`src/rtl/apb_dma_pkg.sv`:
```
// Shared encodings for the APB DMA channel.
// Assumes: status and buffer codes are seen by software, so their values are fixed.
package apb_dma_pkg;

    typedef enum logic [1:0] {
        ST_SUCCESS  = 2'd0,
        ST_ABORTED  = 2'd1,
        ST_INFLIGHT = 2'd2
    } xfer_status_e;

    typedef enum logic [1:0] {
        BUF_EMPTY = 2'd0,
        BUF_HALF  = 2'd1,
        BUF_FULL  = 2'd2
    } buf_state_e;

    typedef enum logic [1:0] {
        PH_IDLE,
        PH_MEM,
        PH_SETUP,
        PH_ACCESS
    } beat_phase_e;

endpackage

```
`src/rtl/dma_desc_bank.sv`:
```
// Shadow descriptor slot. It holds the next descriptor while the channel is busy.
// Assumes: take_i is raised only at the completion of the active descriptor.
// A load in the same cycle as a take with an empty slot is forwarded straight through.
module dma_desc_bank #(
    parameter int DESC_W = 88
) (
    input  logic              clk,
    input  logic              rst_n,
    input  logic              load_i,
    input  logic              busy_i,
    input  logic              take_i,
    input  logic [DESC_W-1:0] cfg_i,
    output logic              armed_o,
    output logic              next_valid_o,
    output logic [DESC_W-1:0] next_o
);

    logic              valid_q;
    logic [DESC_W-1:0] slot_q;
    logic              pass_through;

    assign pass_through = take_i && !valid_q;

    // Capture loads made while busy; release the slot when it is taken.
    always_ff @(posedge clk) begin
        if (!rst_n) begin
            valid_q <= 1'b0;
            slot_q  <= '0;
        end else begin
            if (take_i) begin
                valid_q <= 1'b0;
            end
            if (load_i && busy_i && !pass_through) begin
                slot_q  <= cfg_i;
                valid_q <= 1'b1;
            end
        end
    end

    assign armed_o      = valid_q;
    assign next_valid_o = valid_q || (load_i && busy_i);
    assign next_o       = valid_q ? slot_q : cfg_i;

endmodule

```
`src/rtl/dma_beat_engine.sv`:
```
// Runs a single beat: one memory access and one APB access, ordered by direction.
// Assumes: the direction and both addresses stay stable while a beat is in progress.
module dma_beat_engine
    import apb_dma_pkg::*;
#(
    parameter int AW = 32,
    parameter int DW = 32
) (
    input  logic          clk,
    input  logic          rst_n,
    input  logic          go_i,
    input  logic          to_mem_i,
    input  logic [AW-1:0] mem_addr_i,
    input  logic [AW-1:0] apb_addr_i,
    output logic          mem_req_o,
    output logic          mem_we_o,
    output logic [AW-1:0] mem_addr_o,
    output logic [DW-1:0] mem_wdata_o,
    input  logic          mem_gnt_i,
    input  logic [DW-1:0] mem_rdata_i,
    output logic          psel_o,
    output logic          penable_o,
    output logic          pwrite_o,
    output logic [AW-1:0] paddr_o,
    output logic [DW-1:0] pwdata_o,
    input  logic [DW-1:0] prdata_i,
    input  logic          pready_i,
    output logic          idle_o,
    output logic          beat_done_o
);

    beat_phase_e   ph_q;
    logic [DW-1:0] data_q;

    // Step through the beat phases and hold the word in flight.
    always_ff @(posedge clk) begin
        if (!rst_n) begin
            ph_q   <= PH_IDLE;
            data_q <= '0;
        end else begin
            unique case (ph_q)
                PH_IDLE:   if (go_i) ph_q <= to_mem_i ? PH_SETUP : PH_MEM;
                PH_MEM:    if (mem_gnt_i) begin
                               if (!to_mem_i) data_q <= mem_rdata_i;
                               ph_q <= to_mem_i ? PH_IDLE : PH_SETUP;
                           end
                PH_SETUP:  ph_q <= PH_ACCESS;
                PH_ACCESS: if (pready_i) begin
                               if (to_mem_i) data_q <= prdata_i;
                               ph_q <= to_mem_i ? PH_MEM : PH_IDLE;
                           end
                default:   ph_q <= PH_IDLE;
            endcase
        end
    end

    assign mem_req_o   = (ph_q == PH_MEM);
    assign mem_we_o    = to_mem_i;
    assign mem_addr_o  = mem_addr_i;
    assign mem_wdata_o = data_q;
    assign psel_o      = (ph_q == PH_SETUP) || (ph_q == PH_ACCESS);
    assign penable_o   = (ph_q == PH_ACCESS);
    assign pwrite_o    = !to_mem_i;
    assign paddr_o     = apb_addr_i;
    assign pwdata_o    = data_q;
    assign idle_o      = (ph_q == PH_IDLE);
    assign beat_done_o = ((ph_q == PH_MEM) && mem_gnt_i && to_mem_i) ||
                         ((ph_q == PH_ACCESS) && pready_i && !to_mem_i);

endmodule

```
`src/rtl/apb_dma_chan.sv`:
```
// Single DMA channel between a memory port and one fixed APB register.
// Holds the active descriptor, the counters, the mode events and the abort
// handling. Beats go to dma_beat_engine and the next descriptor to dma_desc_bank.
// Assumes: cfg_words >= 1 and NUM_REQ <= 2**SEL_W.
module apb_dma_chan
    import apb_dma_pkg::*;
#(
    parameter int AW      = 32,
    parameter int DW      = 32,
    parameter int CNT_W   = 16,
    parameter int BC_W    = 20,
    parameter int SEL_W   = 5,
    parameter int NUM_REQ = 26
) (
    input  logic             clk,
    input  logic             rst_n,
    input  logic             cfg_load,
    input  logic             cfg_to_mem,
    input  logic             cfg_stream,
    input  logic [SEL_W-1:0] cfg_req_sel,
    input  logic [AW-1:0]    cfg_mem_addr,
    input  logic [AW-1:0]    cfg_apb_addr,
    input  logic [CNT_W-1:0] cfg_words,
    input  logic             abort,
    input  logic [NUM_REQ-1:0] periph_req,
    output logic             mem_req,
    output logic             mem_we,
    output logic [AW-1:0]    mem_addr,
    output logic [DW-1:0]    mem_wdata,
    input  logic             mem_gnt,
    input  logic [DW-1:0]    mem_rdata,
    output logic             psel,
    output logic             penable,
    output logic             pwrite,
    output logic [AW-1:0]    paddr,
    output logic [DW-1:0]    pwdata,
    input  logic [DW-1:0]    prdata,
    input  logic             pready,
    output logic             busy,
    output logic [1:0]       status,
    output logic [1:0]       buf_status,
    output logic [BC_W-1:0]  byte_count,
    output logic             irq_done,
    output logic             irq_thresh,
    output logic             next_armed
);

    localparam int ACT_W     = 2 + SEL_W + AW + CNT_W;
    localparam int DESC_W    = ACT_W + AW;
    localparam int REQ_SPACE = 2 ** SEL_W;
    localparam int BEAT_B    = DW / 8;

    logic [DESC_W-1:0] cfg_vec, next_desc;
    logic [ACT_W-1:0]  act_q;
    logic [AW-1:0]     mem_ptr_q;
    logic [CNT_W-1:0]  word_cnt_q, word_next;
    logic [BC_W-1:0]   bytes_q;
    xfer_status_e      status_q;
    buf_state_e        buf_q;
    logic              busy_q, abort_pend_q, done_q, thr_q;
    logic              eng_idle, beat_done, go, next_valid, take;
    logic              last_beat, thr_hit, req_ok;
    logic [REQ_SPACE-1:0] req_ext;

    logic [CNT_W-1:0] a_words;
    logic [AW-1:0]    a_paddr;
    logic [SEL_W-1:0] a_sel;
    logic             a_cont, a_dir;

    assign cfg_vec = {cfg_to_mem, cfg_stream, cfg_req_sel, cfg_apb_addr, cfg_words, cfg_mem_addr};
    assign a_words = act_q[CNT_W-1:0];
    assign a_paddr = act_q[CNT_W +: AW];
    assign a_sel   = act_q[CNT_W+AW +: SEL_W];
    assign a_cont  = act_q[ACT_W-2];
    assign a_dir   = act_q[ACT_W-1];

    assign req_ext   = REQ_SPACE'(periph_req);
    assign req_ok    = req_ext[a_sel];
    assign word_next = word_cnt_q + 1'b1;
    assign last_beat = (word_next == a_words);
    assign thr_hit   = a_cont && (word_next == (a_words >> 1));
    assign go        = busy_q && eng_idle && req_ok && !abort && !abort_pend_q;
    assign take      = beat_done && last_beat && !abort && !abort_pend_q;

    dma_desc_bank #(.DESC_W(DESC_W)) bank_i (
        .clk(clk), .rst_n(rst_n), .load_i(cfg_load), .busy_i(busy_q),
        .take_i(take), .cfg_i(cfg_vec), .armed_o(next_armed),
        .next_valid_o(next_valid), .next_o(next_desc)
    );

    dma_beat_engine #(.AW(AW), .DW(DW)) eng_i (
        .clk(clk), .rst_n(rst_n), .go_i(go), .to_mem_i(a_dir),
        .mem_addr_i(mem_ptr_q), .apb_addr_i(a_paddr),
        .mem_req_o(mem_req), .mem_we_o(mem_we), .mem_addr_o(mem_addr),
        .mem_wdata_o(mem_wdata), .mem_gnt_i(mem_gnt), .mem_rdata_i(mem_rdata),
        .psel_o(psel), .penable_o(penable), .pwrite_o(pwrite), .paddr_o(paddr),
        .pwdata_o(pwdata), .prdata_i(prdata), .pready_i(pready),
        .idle_o(eng_idle), .beat_done_o(beat_done)
    );

    // Channel control: start, beat accounting, mode events, hand-over and abort.
    always_ff @(posedge clk) begin
        if (!rst_n) begin
            act_q        <= '0;
            mem_ptr_q    <= '0;
            word_cnt_q   <= '0;
            bytes_q      <= '0;
            status_q     <= ST_SUCCESS;
            buf_q        <= BUF_EMPTY;
            busy_q       <= 1'b0;
            abort_pend_q <= 1'b0;
            done_q       <= 1'b0;
            thr_q        <= 1'b0;
        end else begin
            done_q <= 1'b0;
            thr_q  <= 1'b0;
            if (!busy_q) begin
                if (cfg_load) begin
                    act_q        <= cfg_vec[DESC_W-1:AW];
                    mem_ptr_q    <= cfg_mem_addr;
                    word_cnt_q   <= '0;
                    bytes_q      <= '0;
                    busy_q       <= 1'b1;
                    status_q     <= ST_INFLIGHT;
                    buf_q        <= BUF_EMPTY;
                    abort_pend_q <= 1'b0;
                end
            end else if (abort && eng_idle) begin
                busy_q       <= 1'b0;
                status_q     <= ST_ABORTED;
                abort_pend_q <= 1'b0;
            end else begin
                if (abort) abort_pend_q <= 1'b1;
                if (beat_done) begin
                    bytes_q    <= bytes_q + BC_W'(BEAT_B);
                    mem_ptr_q  <= mem_ptr_q + AW'(BEAT_B);
                    word_cnt_q <= word_next;
                    if (abort || abort_pend_q) begin
                        busy_q       <= 1'b0;
                        status_q     <= ST_ABORTED;
                        abort_pend_q <= 1'b0;
                    end else if (last_beat) begin
                        done_q <= 1'b1;
                        if (next_valid) begin
                            act_q      <= next_desc[DESC_W-1:AW];
                            mem_ptr_q  <= next_desc[AW-1:0];
                            word_cnt_q <= '0;
                            buf_q      <= BUF_EMPTY;
                        end else begin
                            busy_q   <= 1'b0;
                            status_q <= ST_SUCCESS;
                            buf_q    <= BUF_FULL;
                        end
                    end else if (thr_hit) begin
                        thr_q <= 1'b1;
                        buf_q <= BUF_HALF;
                    end
                end
            end
        end
    end

    assign busy       = busy_q;
    assign status     = status_q;
    assign buf_status = buf_q;
    assign byte_count = bytes_q;
    assign irq_done   = done_q;
    assign irq_thresh = thr_q;

endmodule

```
`config.mk`:
```
export PLATFORM = sky130hd
export DESIGN_NAME = apb_dma_chan
export DESIGN_NICKNAME = d
export VERILOG_FILES = /design/src/rtl/apb_dma_pkg.sv /design/src/rtl/dma_desc_bank.sv /design/src/rtl/dma_beat_engine.sv /design/src/rtl/apb_dma_chan.sv
export SDC_FILE = /design/constraint.sdc
export NUM_CORES = 1
export LEC_CHECK = 0
export ABC_AREA = 0
export ABC_CLOCK_PERIOD_IN_PS = 7500
export CAP_MARGIN = 30
export CORE_MARGIN = 3
export CORE_UTILIZATION = 54
export CTS_CLUSTER_DIAMETER = 40
export DETAILED_ROUTE_END_ITERATION = 10
export PLACE_DENSITY_LB_ADDON = 0.2
export SYNTH_ARGS = -nofsm -noshare
export SYNTH_HDL_FRONTEND = slang
export SYNTH_SLANG_ARGS = --single-unit
```
`constraint.sdc`:
```
create_clock -name clk -period 7.5 [get_ports clk]
set_clock_uncertainty 0.2 [all_clocks]
set_input_delay 1.5 -clock clk [delete_from_list [all_inputs] [get_ports clk]]
set_output_delay 1.5 -clock clk [all_outputs]
set_load 0.01 [all_outputs]
```
# Word-level counts from Yosys, hierarchy flattened
# Index checks and enable logic that the tools add are counted.
[word_totals]
register_bits = 253
latch_bits = 0
ramBits = 0
romBits = 0
in_bits = 183
output_inout_bits = 161
wordCells = 149
n_memories = 0
[op_classes]
addsub = 3
multipliers = 0
div = 0
n_lt_le_gt_ge = 1
n_eq_ne = 19
shifts = 0
mux = 72
bitwise = 3
n_reduce_logical = 37
[ops]
columns = ["cell", "n"]
rows = [
  ["$mux 55", 7],
  ["$mux 32", 11],
  ["$mux 16", 7],
  ["$mux 87", 1],
  ["$mux 20", 4],
  ["$pmux 32 s2", 1],
  ["$mux 2", 20],
  ["$add 32x3->32 const B", 1],
  ["$add 20x3->20 const B", 1],
  ["$mux 1", 19],
  ["$add 16x1->16 const B", 1],
  ["$eq 16x15->1", 1],
  ["$eq 16x16->1", 1],
  ["$logic_and 1x1->1", 16],
  ["$ne 2x1->1 const B", 7],
  ["$reduce_and 5->1", 2],
  ["$pmux 2 s4", 1],
  ["$lt 5x6->1 const B", 1],
  ["$ne 2x2->1 const B", 3],
  ["$ne 3x1->1 const B", 2],
  ["$reduce_and 3->1", 2],
  ["$reduce_and 6->1", 1],
  ["$reduce_bool 2->1", 3],
  ["$reduce_or 6->1", 1],
  ["other kinds (11)", 21],
]

# Longest topological paths before layout
# Gate-level depths: netlist (run 1).
[depth]
ltp_word = 11
depth_mapped = 14

# Hierarchy
# Synthesis (run 1) repeated with hierarchy kept, for this count alone.
[unflattened]
hier_cells = 1705
hier_area_um2 = 14777.9
[by_module_without_submodules]
columns = ["module", "n_inst", "cells_per_inst", "area_per_inst_um2", "seq_area_each_um2"]
rows = [
  ["apb_dma_chan", 1, 955, 7756.2, 2582.5],
  ["dma_desc_bank", 1, 481, 4521.8, 1761.7],
  ["dma_beat_engine", 1, 269, 2499.9, 680.7],
]

# Least setup slack after synthesis (run 1)
# OpenSTA, ideal clock, no wires.
[synth_path]
path_type = "input-to-reg"
start = "input pready"
end = "register mem_ptr_q[3]"
arrival_ns = 3.208
required_ns = 7.205
path_slack_ns = 3.997
cell_stages = 8
path_cell_list = "and3b_1 -> o21ai_0 -> nor2_1 -> nor2_1 -> clkbuf_1 -> clkbuf_1 -> nand2_1 -> a221oi_1"
[synth_between]
elab_chain_len = 5
[synth_lines]
columns = ["element", "line_no", "rtl"]
rows = [
  ["from (decl)", "apb_dma_chan.sv:38", "input logic pready,"],
  ["$logic_and 1x1->1 (2 in a row)", "dma_beat_engine.sv:68", "((ph_q == PH_ACCESS) && pready_i && !to_mem_i);"],
  ["$logic_or 1x1->1", "dma_beat_engine.sv:67", "assign beat_done_o = ((ph_q == PH_MEM) && mem_gnt_i && to_mem_i) ||"],
  ["$ne 2x1->1 (no source line)", "--", ""],
  ["$reduce_and 3->1 (no source line)", "--", ""],
  ["to (signal assigned)", "apb_dma_chan.sv:120", "mem_ptr_q <= cfg_mem_addr;"],
  ["to (signal assigned)", "apb_dma_chan.sv:136", "mem_ptr_q <= mem_ptr_q + AW'(BEAT_B);"],
  ["to (signal assigned)", "apb_dma_chan.sv:146", "mem_ptr_q <= next_desc[AW-1:0];"],
  ["to (decl)", "apb_dma_chan.sv:55", "logic [AW-1:0] mem_ptr_q;"],
]
# No other way between the ends.
# A chain may end at the register's enable or synchronous reset.

# Worst setup path in the final report (run 1)
[layout_path]
start = "register word_cnt_q[0]"
end = "register act_q[22]"
[layout_between]
elab_chain_len = 4
[layout_lines]
columns = ["element", "line_no", "rtl"]
rows = [
  ["from (decl)", "apb_dma_chan.sv:56", "logic [CNT_W-1:0] word_cnt_q, word_next;"],
  ["from (signal assigned)", "apb_dma_chan.sv:137", "word_cnt_q <= word_next;"],
  ["$add 16x1->16", "apb_dma_chan.sv:79", "assign word_next = word_cnt_q + 1'b1;"],
  ["$eq 16x16->1", "apb_dma_chan.sv:80", "assign last_beat = (word_next == a_words);"],
  ["$ne 2x1->1 (no source line)", "--", ""],
  ["$reduce_and 6->1 (no source line)", "--", ""],
  ["to (signal assigned)", "apb_dma_chan.sv:119", "act_q <= cfg_vec[DESC_W-1:AW];"],
  ["to (signal assigned)", "apb_dma_chan.sv:145", "act_q <= next_desc[DESC_W-1:AW];"],
  ["to (decl)", "apb_dma_chan.sv:54", "logic [ACT_W-1:0] act_q;"],
]
# No other way between the ends.

==> key figures, run 1 <==
Drt
  • Final ANT Viol Nets: 0
  • Final WL: 43.5 mm
  • DR DRC count: 0
  • Initial DRC Count: 1,109
  • DR top layer: met5
  • Total number of vias: 13,200
  • Via density: 6.03
  • DR WL/cell: 19.9 um
  • First-pass DRT Iterations: 5
  • DR WL met3: 3.62 mm
  • Wire length on met1: 17.5 mm
  • Met2 WL: 20.9 mm

Pwr
  • PwrDens: 225 mW/mm2
  • Power after layout: 4000 uW
  • Worst vdd ir: 0.198 mV
  • Lkg Pwr: 0.00690 uW

CTS
  • CTS Buf Count: 38
  • # Post-CTS Setup Buffers: 0
  • CTS tree: built
  • Htree depth: 2
  • Clk slew on worst S/H paths: 0.06 ns
  • Post-CTS resize count: 0
  • CTS root buf: clkbuf_16
  • TritonCTS Sinks: 251
  • Worst skew pair latency: 0.51 ns
  • Post-cts hold buffer count: 0
  • Clock buffer depth: 3

Synthesis
  • Yosys top cell area share: 37.4%
  • Flops & latches, synth: 251
  • Ys flop type: dfxtp_1
  • Post-Synth Simple-Gate Area: 22.1%
  • Synth area leaders: dfxtp_1, mux2i_1, nor2_1
  • Unique masters post-synth: 69
  • EDFF count, synth: 0
  • FFs w/ async S/R, synth: 0%
  • Netlist Area Pre-Place: 0.0134 mm2
  • Mapped Cells: 1,635
  • Cell taking the most area after synthesis: dfxtp_1
  • Synth warn: 0
  • Syn avg cell area: 8.23 um2
  • Post-Synth XOR/XNOR Area: 4.43%
  • Compound-cell area share of the yosys netlist: 16.1%
  • Largest family of logic cells by synthesized area: simple AND/OR/NAND/NOR gates
  • Adder-cell area share of the yosys netlist: 0.279%
  • Seq/Total Area, Yosys: 37.4%
  • Mux share of post-synthesis cell area: 10.6%

Critical path
  • Critical path depth: 11
  • Nature of the critical path endpoint: flip-flop
  • CP Class: reg -> reg
  • CP arrival: 4.84 ns
  • Critical path's top delay family: simple AND/OR/NAND/NOR gates
  • Cells on worst reg2reg path: 11
  • Crit-path slowest cell: or4_4
  • Crit-path cells: ha_1 > and4_1 > a22oi_1 > a2111oi_0 > nand3_1 > or4_4 > o31ai_4 > buf_4 > buf_16 > nor2_1 > a311oi_1
  • CP Max Fanout: 76
  • WP buf/inv: 2
  • CP startpoint kind: flip-flop
  • CP required: 7.71 ns
  • CP peak stage delay: 0.72 ns

STA
  • Final Hold Viols: 0
  • Fin worst setup slack: 2.87 ns
  • Max frequency: 216 MHz
  • Final TNS setup: 0 ns
  • Worst-margin pin slew: 0.908 ns
  • Pins Over Slew Limit: 0
  • Final count of negative-setup-slack endpoints: 0
  • Slew HR: 39.5%
  • Fin crit period: 4.63 ns
  • Fin crit share: 61.7%
  • Final hold slack: 0.263 ns
  • RSZ-0062 raised after global routing: no

Layout
  • Layout cells sized above 1: 6.18%
  • Layout net count: 2,019
  • Synth-to-Final Area Change: 32.3%

Die
  • I/O pins: 344
  • Chip width: 164 um
  • Placement Rows: 57
  • Die Y: 164 um
  • Die Footprint: 0.0268 mm2
  • Starting Density: 55.1%
  • Core Area: 0.0244 mm2

Outcome
  • Status: finished, final reports clean

Placement
  • DP Worst Slack: 2.76 ns
  • Buffers on Ports: 341
  • Final GP Congestion: 0.963
  • DP Wirelength: 29.4 mm

Global routing
  • All-Layer GR Usage: 30.8%
  • Global-route wire length before repair: 67.3 mm
  • Largest net degree at the start of global routing: 90
  • Grt ovf: 0
  • Initial antenna violation count: 3
  • Vias in the first global route: 12,500

Hold path
  • Hold Path Class: reg -> reg
  • Worst hold path cell count: 2

Flow run
  • Max-cap violations: 0
==> power by group <==
| group | total, uW | internal (uW) | switching [uW] | leakage (uW) |
|---|---|---|---|---|
| Combinational | 626 | 319 | 306 | 0.00419 |
| Sequential | 1500 | 1410 | 85.2 | 0.00205 |
| Clock | 1880 | 1220 | 656 | 0.000658 |
==> per-stage QoR <==
stage	instances	util [%]	area [um2]
after floorplan	1636	-	13500
after global placement	2111	66.8	16300
after detailed placement	2116	67.3	16400
after CTS	2184	72.8	17800
after global routing	2185	73.0	17800
final	2186	73.0	17800
==> cells in the final DEF, fill, tap and decap left out, types with 5 or more instances in the layout <==
| master | netlist | routed |
|---|---|---|
| xor2_1 | 29 | 29 |
| or4_1 | 5 | 5 |
| a21oi_1 | 69 | 69 |
| buf_4 | 75 | 13 |
| clkbuf_8 | 0 | 6 |
| and4_1 | 7 | 7 |
| bufinv_16 | 0 | 6 |
| nor4_1 | 29 | 29 |
| inv_1 | 24 | 22 |
| and2_1 | 5 | 5 |
| nand3_1 | 92 | 92 |
| clkbuf_16 | 0 | 39 |
| a311oi_1 | 88 | 88 |
| mux2i_1 | 126 | 126 |
| mux4_2 | 7 | 7 |
| o21ai_0 | 47 | 46 |
| or3_1 | 10 | 10 |
| nor3_1 | 19 | 19 |
| o211ai_1 | 7 | 7 |
| a31oi_1 | 42 | 42 |
| and3_1 | 16 | 16 |
| nand4_1 | 30 | 30 |
| nor2b_1 | 9 | 8 |
| dfxtp_1 | 251 | 249 |
| clkdlybuf4s50_1 | 0 | 341 |
| nand2_1 | 164 | 163 |
| a21o_1 | 6 | 6 |
| inv_6 | 0 | 5 |
| xnor2_1 | 39 | 39 |
| nor2_1 | 230 | 229 |
==> synth_stat cells, drive strengths merged, types with 5 or more instances <==
| cell type | number |
|---|---|
| nor4 | 29 |
| clkbuf | 88 |
| nor2b | 9 |
| nand3 | 93 |
| nand4 | 31 |
| o211ai | 7 |
| or4 | 6 |
| dfxtp | 251 |
| nor2 | 230 |
| xnor2 | 39 |
| xor2 | 29 |
| or3 | 10 |
| inv | 24 |
| mux4 | 7 |
| a21o | 6 |
| mux2i | 126 |
| a311oi | 88 |
| a31oi | 42 |
| o21ai | 47 |
| and4 | 7 |
| nand2 | 164 |
| and2 | 5 |
| buf | 116 |
| and3 | 16 |
| nor3 | 20 |
| a21oi | 70 |
==> final timing paths <==
path / start / end / slack (ns)
worst max-delay path: word_cnt_q[0]$_SDFFE_PN0P_ / act_q[22]$_SDFFE_PN0P_ / 2.87
worst min register to register: buf_status[0]$_SDFFE_PN0P_ / buf_status[0]$_SDFFE_PN0P_ / 0.26
worst min-delay path: buf_status[0]$_SDFFE_PN0P_ / buf_status[0]$_SDFFE_PN0P_ / 0.26
worst max register to register: word_cnt_q[0]$_SDFFE_PN0P_ / act_q[22]$_SDFFE_PN0P_ / 2.87
==> registers in the layout (all words and copies together), names as in the netlist <==
signal	cells
word_cnt_q	16
eng_i.ph_q	2
bank_i.slot_q	87
byte_count	18
eng_i.mem_wdata_o	32
irq_thresh	1
mem_ptr_q	32
status	2
busy	1
abort_pend_q	1
buf_status	2
act_q	55
irq_done	1
bank_i.armed_o	1
==> cell type report <==
type                            count  area (um2)
Multi-Input combinational cell   1157        7240
Fill cell                        1884        6590
Sequential cell                   251        5030
Timing Repair Buffer              361        3660
Clock buffer                       47        1070
Tap cell                          324         405
Clock inverter                     21         295
Inverter                           24        95.1
Antenna cell                        1        2.50
==> metal layers <==
layer  global-route usage [%]  vias to the layer above
li1                         -                     6226
met1                     39.9                     6263
met2                     50.6                      577
met3                     7.59                      107
met4                     9.77                        6
met5                        0                        -
==> tightest hold or removal path: stages, from the launching register on <==
cell	delay, ns
dfxtp_1	0.30
nand2_1	0.05
o21bai_1	0.06
==> logic make-up after synthesis <==
family / after synthesis
buf+inv: 228
flops: 251
compound gates: 310
xor+xnor: 68
simple gates: 640
fa+ha+maj: 3
mux: 134
other cells: 1
No activity file was read; power rests on OpenSTA's default activity.
==> inputs of run 2 (changes only) <==
--- a/config.mk
+++ b/config.mk
@@ -6,10 +6,10 @@
 export NUM_CORES = 1
 export LEC_CHECK = 0
 export ABC_AREA = 0
-export ABC_CLOCK_PERIOD_IN_PS = 7500
+export ABC_CLOCK_PERIOD_IN_PS = 4240
 export CAP_MARGIN = 30
 export CORE_MARGIN = 3
-export CORE_UTILIZATION = 54
+export CORE_UTILIZATION = 45
 export CTS_CLUSTER_DIAMETER = 40
 export DETAILED_ROUTE_END_ITERATION = 10
 export PLACE_DENSITY_LB_ADDON = 0.2
==> constraint.sdc (replaced) <==
create_clock -name clk -period 4.24 [get_ports clk]
set_clock_uncertainty 0.2 [all_clocks]
set_input_delay 0.848 -clock clk [delete_from_list [all_inputs] [get_ports clk]]
set_output_delay 0.848 -clock clk [all_outputs]
set_load 0.01 [all_outputs]
==> key figures, run 2 (synthesized netlist as in run 1, its figures left out) <==
CTS
  • CTS tree: built (unchanged)
  • Worst skew pair latency: 0.55 ns (was 0.51 ns)
  • Clock buffer depth: 3 (unchanged)
  • Clk slew on worst S/H paths: 0.06 ns (about the same)
  • Htree depth: 2 (unchanged)
  • # Post-CTS Setup Buffers: 0 (unchanged)
  • Post-cts hold buffer count: 0 (unchanged)
  • CTS root buf: clkbuf_16 (unchanged)
  • TritonCTS Sinks: 251 (unchanged)
  • CTS Buf Count: 44 (was 38)

STA
  • Pins Over Slew Limit: 0 (unchanged)
  • Final hold slack: 0.266 ns (was 0.263 ns)
  • Final count of negative-setup-slack endpoints: 0 (unchanged)
  • Fin crit share: 94.1% (was 61.7%)
  • RSZ-0062 raised after global routing: no (unchanged)
  • Final Hold Viols: 0 (unchanged)
  • Fin worst setup slack: 0.251 ns (was 2.87 ns)
  • Fin crit period: 3.99 ns (was 4.63 ns)
  • Final TNS setup: 0 ns (unchanged)
  • Worst-margin pin slew: 1.05 ns (was 0.908 ns)
  • Slew HR: 30.3% (was 39.5%)
  • Max frequency: 251 MHz (was 216 MHz)

Placement
  • DP Wirelength: 29.8 mm (was 29.4 mm)
  • Buffers on Ports: 341 (unchanged)
  • Final GP Congestion: 0.940 (was 0.963)
  • DP Worst Slack: 0.182 ns (was 2.76 ns)

Critical path
  • CP required: 4.46 ns (was 7.71 ns)
  • Crit-path cells: ha_2 > and4_2 > nand3_1 > xnor2_2 > or3b_1 > or4_4 > o31ai_4 > buf_12 > buf_12 > nor2_1 > a311oi_1 (was ha_1 > and4_1 > a22oi_1 > a2111oi_0 > nand3_1 > or4_4 > o31ai_4 > buf_4 > buf_16 > nor2_1 > a311oi_1)
  • Most numerous cell on the critical path: buf_12
  • CP startpoint kind: flip-flop (unchanged)
  • Crit-path slowest cell: dfxtp_1 (was or4_4)
  • CP Class: reg -> reg (unchanged)
  • CP Max Fanout: 45 (was 76)
  • CP peak stage delay: 0.51 ns (was 0.72 ns)
  • CP arrival: 4.21 ns (was 4.84 ns)
  • Nature of the critical path endpoint: flip-flop (unchanged)

Drt
  • Final ANT Viol Nets: 0 (unchanged)
  • Total number of vias: 13,000 (was 13,200)
  • Initial DRC Count: 885 (was 1,109)
  • First-pass DRT Iterations: 5 (unchanged)
  • DR DRC count: 0 (unchanged)
  • DR WL/cell: 19.0 um (was 19.9 um)
  • Via density: 5.71 (was 6.03)
  • Final WL: 43.3 mm (was 43.5 mm)

Global routing
  • All-Layer GR Usage: 26.0% (was 30.8%)
  • Initial antenna violation count: 5 (was 3)
  • Grt ovf: 0 (unchanged)
  • Global-route wire length before repair: 67.4 mm (was 67.3 mm)
  • Vias in the first global route: 12,300 (was 12,500)
  • Largest net degree at the start of global routing: 186 (was 90)

Die
  • Starting Density: 46.2% (was 55.1%)
  • Die Footprint: 0.0320 mm2 (was 0.0268 mm2)
  • Core Area: 0.0291 mm2 (was 0.0244 mm2)
  • Chip width: 179 um (was 164 um)
  • Die Y: 179 um (was 164 um)
  • Placement Rows: 62 (was 57)
  • I/O pins: 344 (unchanged)

Layout
  • Layout cells sized above 1: 7.92% (was 6.18%)
  • Synth-to-Final Area Change: 35.5% (was 32.3%)
  • Max reg flops: 87 (unchanged)
  • Top flop regs: bank_i.slot_q: 87 flops, act_q: 55 flops (unchanged)
  • Commonest non-fill, non-tap cell in the layout: clkdlybuf4s50_1 (unchanged)
  • Multi-input combinational cell area: 0.00725 mm2 (was 0.00724 mm2)
  • Top reg by flops: bank_i.slot_q (unchanged)
  • Most frequent cells in the layout: clkdlybuf4s50_1, dfxtp_1, nor2_1, nand2_1, mux2i_1 (unchanged)
  • Filler Cell Count: 2,529 (was 1,884)
  • Layout net count: 2,043 (was 2,019)
  • Register Area: 0.00503 mm2 (unchanged)

Pwr
  • Worst vdd ir: 0.365 mV (was 0.198 mV)
  • Lkg Pwr: 0.00707 uW (was 0.00690 uW)
  • PwrDens: 407 mW/mm2 (was 225 mW/mm2)

Outcome
  • Status: finished, final reports clean (unchanged)

Flow run
  • Max-cap violations: 0 (unchanged)

Hold path
  • Hold Path Class: reg -> reg (unchanged)
==> run 2: worst paths after layout <==
path / slack (ns) / from / depth (start not counted) / to
max reg2reg: 0.25 / word_cnt_q[0]$_SDFFE_PN0P_ / 11 / act_q[5]$_SDFFE_PN0P_
min reg2reg: 0.27 / buf_status[0]$_SDFFE_PN0P_ / 2 / buf_status[0]$_SDFFE_PN0P_
min: 0.27 / buf_status[0]$_SDFFE_PN0P_ / 2 / buf_status[0]$_SDFFE_PN0P_
max: 0.25 / word_cnt_q[0]$_SDFFE_PN0P_ / 11 / act_q[5]$_SDFFE_PN0P_
==> run 2: layout make-up <==
type / instances / area share [%]
Multi-Input combinational cell: 1157 / 39.8
Sequential cell: 251 / 27.6
Timing Repair Buffer: 379 / 20.9
Clock buffer: 52 / 6.60
Tap cell: 384 / 2.64
Clock inverter: 30 / 1.92
Inverter: 24 / 0.522
Antenna cell: 3 / 0.0412
==> run 2: what timing repair did <==
item,CTS,global route
resized for setup,0,3
setup endpoints to repair,0,44
endpoints found under the hold margin,0,0
==> run 2: per-stage QoR <==
stage | instances | utilization (%) | instance area (um2) | total power [uW]
after floorplan | 1636 | - | 13500 | 3290
after global placement | 2195 | 57.3 | 16700 | 3780
after detailed placement | 2195 | 57.3 | 16700 | 3790
after CTS | 2277 | 62.6 | 18200 | 7480
after global routing | 2279 | 62.6 | 18200 | 7700
final | 2280 | 62.7 | 18200 | 7430
==> run 2: report_power, final <==
| part | internal [uW] | total [uW] | switching, uW |
|---|---|---|---|
| sequential | 2500 | 2650 | 152 |
| combinational | 573 | 1110 | 533 |
| clock | 2360 | 3670 | 1300 |
| total | 5440 | 7430 | 1990 |
==> run 2: worst max-delay path: cells and delay by family (launching register included) <==
kind	cells	cell delay, ns
xor gates and xnor gates	1	0.27
AOI/OAI and AO/OA	2	0.56
buffers and inverters	2	0.46
and+or+nand+nor	5	1.49
adders and majority gates	1	0.35
DFF	1	0.51
==> run 2: routing by layer <==
layer  wire length (um)  part of all wire (%)  up-vias  GRT usage, %
met2              20400                    47      476          41.1
met1              18300                    42     6170          34.8
met4               1320                   3.1        6          9.45
met5                 42                 0.097        -             0
met3               3290                   7.6       88          6.01
li1                   -                     -     6278             -
